===== src/rtl/cpl_rx_pkg.sv =====
`timescale 1ns/1ps
// Shared definitions for the completion receive parser: the control states
// and the dword 1 field positions decoded by the result builder.
package cpl_rx_pkg;

    typedef enum logic [1:0] {
        PS_IDLE = 2'd0,   // no request pending
        PS_HUNT = 2'd1,   // waiting for a start-of-packet beat
        PS_BODY = 2'd2    // collecting beats until end-of-packet
    } parse_state_e;

    localparam int STAT_MSB      = 15;  // completion status, top bit
    localparam int STAT_LSB      = 13;  // completion status, bottom bit
    localparam int BCNT_W        = 12;  // byte count occupies bits BCNT_W-1:0
    localparam int GOOD_BCNT     = 4;   // byte count that carries read data
    localparam int HDR_IDX       = 1;   // dword holding status and byte count
    localparam int PAYLOAD_IDX   = 3;   // dword holding the read value

endpackage


===== src/rtl/cpl_dword_capture.sv =====
`timescale 1ns/1ps
// Stores the first KEEP_DW dwords of a packet and counts the accepted beats.
// It assumes beat_en is asserted only for beats the controller accepts, and
// first_beat marks the start-of-packet beat. The next-state values are also
// driven out, so the packet can be decoded on the edge that takes its last beat.
module cpl_dword_capture #(
    parameter int DATA_W  = 32,
    parameter int KEEP_DW = 4,
    parameter int CNT_W   = $clog2(KEEP_DW + 1)
) (
    input  logic                           clk,
    input  logic                           rst_n,
    input  logic                           beat_en,
    input  logic                           first_beat,
    input  logic [DATA_W-1:0]              beat_data,
    output logic [KEEP_DW-1:0][DATA_W-1:0] dw_nx_o,
    output logic [CNT_W-1:0]               cnt_nx_o
);

    localparam logic [CNT_W-1:0] CNT_MAX = CNT_W'(KEEP_DW);

    logic [CNT_W-1:0] cnt_q;
    logic [CNT_W-1:0] cnt_nx;

    // Beat count: restarts at 1 on the start-of-packet beat and saturates at KEEP_DW.
    always_comb begin
        cnt_nx = cnt_q;
        if (beat_en) begin
            if (first_beat)
                cnt_nx = CNT_W'(1);
            else if (cnt_q != CNT_MAX)
                cnt_nx = cnt_q + CNT_W'(1);
        end
    end

    // Beat count register.
    always_ff @(posedge clk) begin
        if (!rst_n)
            cnt_q <= '0;
        else
            cnt_q <= cnt_nx;
    end

    assign cnt_nx_o = cnt_nx;

    // One storage slot per kept dword.
    for (genvar i = 0; i < KEEP_DW; i++) begin : g_slot
        logic              hit;
        logic [DATA_W-1:0] slot_q;
        logic [DATA_W-1:0] slot_nx;

        assign hit = beat_en && (first_beat ? (i == 0) : (cnt_q == CNT_W'(i)));

        // Slot update: take the beat on a hit, and clear on a new packet.
        always_comb begin
            if (hit)
                slot_nx = beat_data;
            else if (beat_en && first_beat)
                slot_nx = '0;
            else
                slot_nx = slot_q;
        end

        // Slot register.
        always_ff @(posedge clk) begin
            if (!rst_n)
                slot_q <= '0;
            else
                slot_q <= slot_nx;
        end

        assign dw_nx_o[i] = slot_nx;
    end

endmodule


===== src/rtl/cpl_poll_timer.sv =====
`timescale 1ns/1ps
// Counts the poll steps of one pending request. It assumes clear is pulsed
// on the start edge and run stays high while the request is pending.
// expire_o is high on the LIMIT-th run cycle after the clear.
module cpl_poll_timer #(
    parameter int LIMIT = 20000,
    parameter int CNT_W = $clog2(LIMIT + 1)
) (
    input  logic clk,
    input  logic rst_n,
    input  logic clear,
    input  logic run,
    output logic expire_o
);

    localparam logic [CNT_W-1:0] LAST_STEP = CNT_W'(LIMIT - 1);

    logic [CNT_W-1:0] cnt_q;

    assign expire_o = run && (cnt_q == LAST_STEP);

    // Step counter: cleared on start, advanced once per pending cycle.
    always_ff @(posedge clk) begin
        if (!rst_n)
            cnt_q <= '0;
        else if (clear)
            cnt_q <= '0;
        else if (run && !expire_o)
            cnt_q <= cnt_q + CNT_W'(1);
    end

endmodule


===== src/rtl/cpl_result_builder.sv =====
`timescale 1ns/1ps
// Decodes dword 1 of a finished packet and registers the result port.
// It assumes fire_i is high for exactly the edge that accepts the
// end-of-packet beat, with dw1_i, dw3_i and cnt_i showing the stored state
// after that beat. A finishing packet wins over an expiring timer.
module cpl_result_builder
    import cpl_rx_pkg::*;
#(
    parameter int DATA_W = 32,
    parameter int CNT_W  = 3
) (
    input  logic              clk,
    input  logic              rst_n,
    input  logic              fire_i,
    input  logic              expire_i,
    input  logic              is_write_i,
    input  logic [DATA_W-1:0] dw1_i,
    input  logic [DATA_W-1:0] dw3_i,
    input  logic [CNT_W-1:0]  cnt_i,
    output logic              done_o,
    output logic              timeout_o,
    output logic              data_vld_o,
    output logic              status_err_o,
    output logic [DATA_W-1:0] data_o
);

    logic [STAT_MSB-STAT_LSB:0] status;
    logic [BCNT_W-1:0]          bcnt;
    logic                       err;
    logic                       has_payload;
    logic                       read_ok;

    // Field decode of dword 1 and the data-return conditions.
    always_comb begin
        status      = dw1_i[STAT_MSB:STAT_LSB];
        bcnt        = dw1_i[BCNT_W-1:0];
        err         = |status;
        has_payload = cnt_i > CNT_W'(PAYLOAD_IDX);
        read_ok     = !is_write_i && !err && has_payload && (bcnt == BCNT_W'(GOOD_BCNT));
    end

    // Result registers: one-cycle pulses, with the value fields cleared when no result is issued.
    always_ff @(posedge clk) begin
        if (!rst_n) begin
            done_o       <= 1'b0;
            timeout_o    <= 1'b0;
            data_vld_o   <= 1'b0;
            status_err_o <= 1'b0;
            data_o       <= '0;
        end else begin
            done_o    <= fire_i;
            timeout_o <= expire_i && !fire_i;
            if (fire_i) begin
                status_err_o <= err;
                data_vld_o   <= !is_write_i && (err || read_ok);
                if (!is_write_i && err)
                    data_o <= '1;
                else if (read_ok)
                    data_o <= dw3_i;
                else
                    data_o <= '0;
            end else begin
                status_err_o <= 1'b0;
                data_vld_o   <= 1'b0;
                data_o       <= '0;
            end
        end
    end

endmodule


===== src/rtl/cpl_rx_parser.sv =====
`timescale 1ns/1ps
// Completion receive parser, top level. It arms on a start pulse while
// idle, then hunts for a start-of-packet beat, collects the packet until
// end-of-packet and issues one result. If the poll limit passes first, it
// issues a timeout instead. It assumes a single outstanding request and a
// receive stream that is not back-pressured.
module cpl_rx_parser
    import cpl_rx_pkg::*;
#(
    parameter int DATA_W     = 32,
    parameter int POLL_LIMIT = 20000,
    parameter int KEEP_DW    = 4
) (
    input  logic              clk,
    input  logic              rst_n,
    input  logic              start_i,
    input  logic              is_write_i,
    input  logic              rx_valid_i,
    input  logic              rx_sop_i,
    input  logic              rx_eop_i,
    input  logic [DATA_W-1:0] rx_data_i,
    output logic              res_done_o,
    output logic              res_timeout_o,
    output logic              res_data_vld_o,
    output logic              res_status_err_o,
    output logic [DATA_W-1:0] res_data_o
);

    localparam int CAP_CNT_W = $clog2(KEEP_DW + 1);

    parse_state_e                  state_q;
    parse_state_e                  state_nx;
    logic                          write_q;
    logic                          busy;
    logic                          hunting;
    logic                          arm;
    logic                          accept;
    logic                          fire;
    logic                          expire;
    logic [KEEP_DW-1:0][DATA_W-1:0] dw_nx;
    logic [CAP_CNT_W-1:0]          cnt_nx;

    // Beat acceptance and packet end.
    always_comb begin
        hunting = (state_q == PS_HUNT);
        busy    = (state_q != PS_IDLE);
        arm     = (state_q == PS_IDLE) && start_i;
        accept  = rx_valid_i && ((hunting && rx_sop_i) || (state_q == PS_BODY));
        fire    = accept && rx_eop_i;
    end

    // Next state: a finishing packet wins over the timer.
    always_comb begin
        state_nx = state_q;
        case (state_q)
            PS_IDLE: if (start_i) state_nx = PS_HUNT;
            PS_HUNT: begin
                if (fire || expire)
                    state_nx = PS_IDLE;
                else if (accept)
                    state_nx = PS_BODY;
            end
            PS_BODY: if (fire || expire) state_nx = PS_IDLE;
            default: state_nx = PS_IDLE;
        endcase
    end

    // State register and request-type latch.
    always_ff @(posedge clk) begin
        if (!rst_n) begin
            state_q <= PS_IDLE;
            write_q <= 1'b0;
        end else begin
            state_q <= state_nx;
            if (arm)
                write_q <= is_write_i;
        end
    end

    cpl_dword_capture #(
        .DATA_W  (DATA_W),
        .KEEP_DW (KEEP_DW),
        .CNT_W   (CAP_CNT_W)
    ) u_capture (
        .clk        (clk),
        .rst_n      (rst_n),
        .beat_en    (accept),
        .first_beat (hunting),
        .beat_data  (rx_data_i),
        .dw_nx_o    (dw_nx),
        .cnt_nx_o   (cnt_nx)
    );

    cpl_poll_timer #(
        .LIMIT (POLL_LIMIT)
    ) u_timer (
        .clk      (clk),
        .rst_n    (rst_n),
        .clear    (arm),
        .run      (busy),
        .expire_o (expire)
    );

    cpl_result_builder #(
        .DATA_W (DATA_W),
        .CNT_W  (CAP_CNT_W)
    ) u_result (
        .clk          (clk),
        .rst_n        (rst_n),
        .fire_i       (fire),
        .expire_i     (expire),
        .is_write_i   (write_q),
        .dw1_i        (dw_nx[HDR_IDX]),
        .dw3_i        (dw_nx[PAYLOAD_IDX]),
        .cnt_i        (cnt_nx),
        .done_o       (res_done_o),
        .timeout_o    (res_timeout_o),
        .data_vld_o   (res_data_vld_o),
        .status_err_o (res_status_err_o),
        .data_o       (res_data_o)
    );

endmodule


===== config.mk =====
export PLATFORM = sky130hd
export DESIGN_NAME = cpl_rx_parser
export DESIGN_NICKNAME = d
export VERILOG_FILES = /design/src/rtl/cpl_rx_pkg.sv /design/src/rtl/cpl_dword_capture.sv /design/src/rtl/cpl_poll_timer.sv /design/src/rtl/cpl_result_builder.sv /design/src/rtl/cpl_rx_parser.sv
export SDC_FILE = /design/constraint.sdc
export NUM_CORES = 1
export LEC_CHECK = 0
export CAP_MARGIN = 20
export CELL_PAD_IN_SITES_DETAIL_PLACEMENT = 2
export CELL_PAD_IN_SITES_GLOBAL_PLACEMENT = 2
export CORE_MARGIN = 3
export CORE_UTILIZATION = 33
export CTS_BUF_LIST = sky130_fd_sc_hd__clkbuf_4 sky130_fd_sc_hd__clkbuf_8
export CTS_CLUSTER_SIZE = 30
export DETAILED_ROUTE_END_ITERATION = 12
export GPL_ROUTABILITY_DRIVEN = 0
export PLACE_DENSITY_LB_ADDON = 0.1
export SLEW_MARGIN = 30
export SYNTH_ARGS = -nofsm -noshare
export SYNTH_HDL_FRONTEND = slang
export SYNTH_SLANG_ARGS = --single-unit

===== constraint.sdc =====
create_clock -name clk -period 2.1 [get_ports clk]
set_input_delay 0.21 -clock clk [delete_from_list [all_inputs] [get_ports clk]]
set_output_delay 0.21 -clock clk [all_outputs]
set_load 0.05 [all_outputs]

==> results.toml <==
[status]
run_status = "finished clean"

[power]
p_per_area_nw_per_um2 = 663
p_leak_nw = 1.82
sw_frac_of_total_pct = 24.2
ir_drop_mv = 0.351
p_int_w = 0.00259
p_seq_share_pct = 58.2
power_frac_comb_pct = 5.9
p_clk_share_pct = 35.9
p_sw_w = 0.000829

[clocking]
post-cts-setup-buffer-count = 0
htree_levels = 3
cts_tree = "yes"
clk_latency_ps = 390
clock-sinks = 104
cts_buffer_depth = 2
ctsResizeCount = 0
clockRootBuffer = "clkbuf_8"
clk_pin_slew_ps = 100
cts_made_buffers = 9
hold_buffers = 0

[grt]
grt.total_usage_pct = 18.2
grt_antenna_before_repair = 0
grt.overflow.total = 0
grt_max_degree = 56
grt_pass1_wl_mm = 18.9
grt_pass1_vias = 3683

[sta]
fmax_mhz = 531
hold_violations = 0
rsz0062_at_grt = "false"
fin_crit_sh_pct = 89.6
period_needed_ps = 1880
drv_slew = 0
slew_headroom_pct = 63.5
worst_pin_slew_ps = 545
fin_worst_skew_ps = 14.1
setup_viol = 0

[synth]
synth.avg_cell_area_um2 = 9.59
ys_ff_latch = 104
synth_top_cell_area_share_pct = 52.1
yosys_warnings = 0
yosys.area.top_type = "dfxtp_1"
ys_seq_area_share_pct = 52.1
syn-num-nets = 461
syn_inst = 417
ys_types = 49
synthTopCellsByArea = "dfxtp_1 (52%), a22oi_1 (6.0%), nor2b_1 (5.5%)"
synth_area_um2 = 4000
yosys_most_used_dff = "dfxtp_1"
ys_async_sr_fraction_pct = 0
synth_edf_count = 0

[route]
viasPerCell = 5.16
ant_nets = 0
drc = 0
drt_iter0_drc = 127
vias = 3304
drt-total-wl_mm = 11.6
wl_per_cell_um = 18.1
drtPass1Iterations = 4

[finish]
syn_to_final_growth_pct = 29.2
instances_no_fill = 640
drive_gt1_share_pct = 8.65
nNetsFinal = 537
fin_area_um2 = 5160
antenna_cells = 0

[critical_path]
cp_slowest_cell = "dfxtp_1"
critical_path_depth = 8
crit_type = "flop to flop"
slowest_delay_ps = 410
cp_max_fo = 32
cp-end-kind = "flop"
worst_ep_arrival_time_ps = 2160
critPathLaunchType = "flop"
reg2regPathDepth = 8
crit_family = "compound AO/OA/AOI/OAI gates"
cp.required_ps = 2380
path_buf_inv = 2
critical_path.cell_chain = "inv_1, ha_1, nor3b_1, o21ai_0, a21oi_1, nand4b_2, buf_12, o21ai_1"

[placement]
place_area_um2 = 4980
hpwlAfterDp_mm = 8.04
portBuffers = 74
dpl.cell_count = 625

[worst_hold_path]
holdCritPathClass = "primary input to flop"
holdPathStages = 3

[floorplanning]
core-area_um2 = 11600
num_rows = 39
fp.dieH_um = 116
ios = 75
die_area_um2 = 13500
start_util_pct = 34.4
chipWidth_um = 116

[run]
drv_cap = 0
## stage by stage
stage / hold WS [ps] / setup WS, ps / util [%] / TNS [ps] / total power [W]
after floorplan: 366 / 363 / - / 0 / 0.00211
after global placement: 466 / 17.9 / 42.9 / 0 / 0.00224
after detailed placement: 500 / -8.94 / 42.9 / -29.4 / 0.00224
after CTS: 469 / 202 / 44.5 / 0 / 0.00349
after global routing: 483 / 71.9 / 44.5 / 0 / 0.00359
final: 469 / 218 / 44.5 / 0 / 0.00342
## cells by family (layout without fill, tap and decap cells)
group           after synthesis  after routing  synth area share (%)
buf+inv                      34            114                  4.16
compound gates               98             98                  15.2
fa+ha+maj                     5              5                  1.56
xor+xnor                     13             13                  2.85
flops                       104            104                  52.1
simple gates                159            159                  23.1
mux                           4              4                  1.03
## path summary, 6_finish.rpt
check / startpoint / to / slack (ps)
worst max-delay path: u_capture.cnt_q[0] / u_result.data_o[26] / 220
worst min register to register: write_q / write_q / 500
worst max register to register: u_capture.cnt_q[0] / u_result.data_o[26] / 220
worst min-delay path: is_write_i / write_q / 470
## cells in the final DEF (no fill, tap or decap), types with 13 or more instances in the layout
cell type / n
xnor2_1: 13
o21ai_0: 16
buf_4: 14
nand2_1: 40
o21ai_1: 33
and2_1: 16
nor2b_1: 35
nor2_1: 21
dfxtp_1: 104
a22oi_1: 32
clkdlybuf4s50_1: 74
## cell usage after synthesis (3+ instances only)
library cell	count
mux2i_1	3
o21ai_0	16
nand2_1	40
dfxtp_1	104
inv_1	6
a21oi_1	7
nor2b_1	35
o2111a_1	3
clkbuf_1	9
xnor2_1	13
a22oi_1	32
buf_4	4
nor2_1	21
nor3b_1	5
and3_1	3
and2_1	16
nor3_1	5
o21ai_1	33
buf_2	13
nor4b_1	5
ha_1	5
nand3_1	3
## power by group through the flow
stage	logic (W)	registers [W]	clock network (W)
floorplan	0.0000794	0.00203	0
global placement	0.000203	0.00204	0
detailed placement	0.000205	0.00204	0
CTS	0.000207	0.00199	0.00129
global route	0.000221	0.00199	0.00137
finish	0.000202	0.00199	0.00123
## cell type report
type	count	area, um^2
fill	1268	6450
clock buffer	11	151
inverter	6	22.5
multi-input combinational	279	1750
clock inverter	4	33.8
tap	143	179
timing repair buffer	93	946
sequential	104	2080
## routing by layer
metal	track usage, %	routed length, um	up-vias
li1	-	-	1598
met1	21.6	5010	1636
met2	31.6	5900	57
met3	4.80	493	13
met4	6.96	191	0
met5	0	0	-
## flip-flops by register name, summed over array words and instances, names as in the netlist
signal                   cells
write_q                      1
u_timer.cnt_q               15
u_result.data_vld_o          1
state_q                      2
u_result.timeout_o           1
u_result.data_o             32
u_result.done_o              1
u_capture.g_slot.slot_q     47
u_result.status_err_o        1
u_capture.cnt_q              3
## worst reg2reg max path, cell delays in order (launching register included)
cell and delay [ps]:
dfxtp_1 410, inv_1 60, ha_1 210, nor3b_1 200, o21ai_0 100, a21oi_1 250
nand4b_2 210, buf_12 200, o21ai_1 130
No activity file was read; power rests on OpenSTA's default activity.
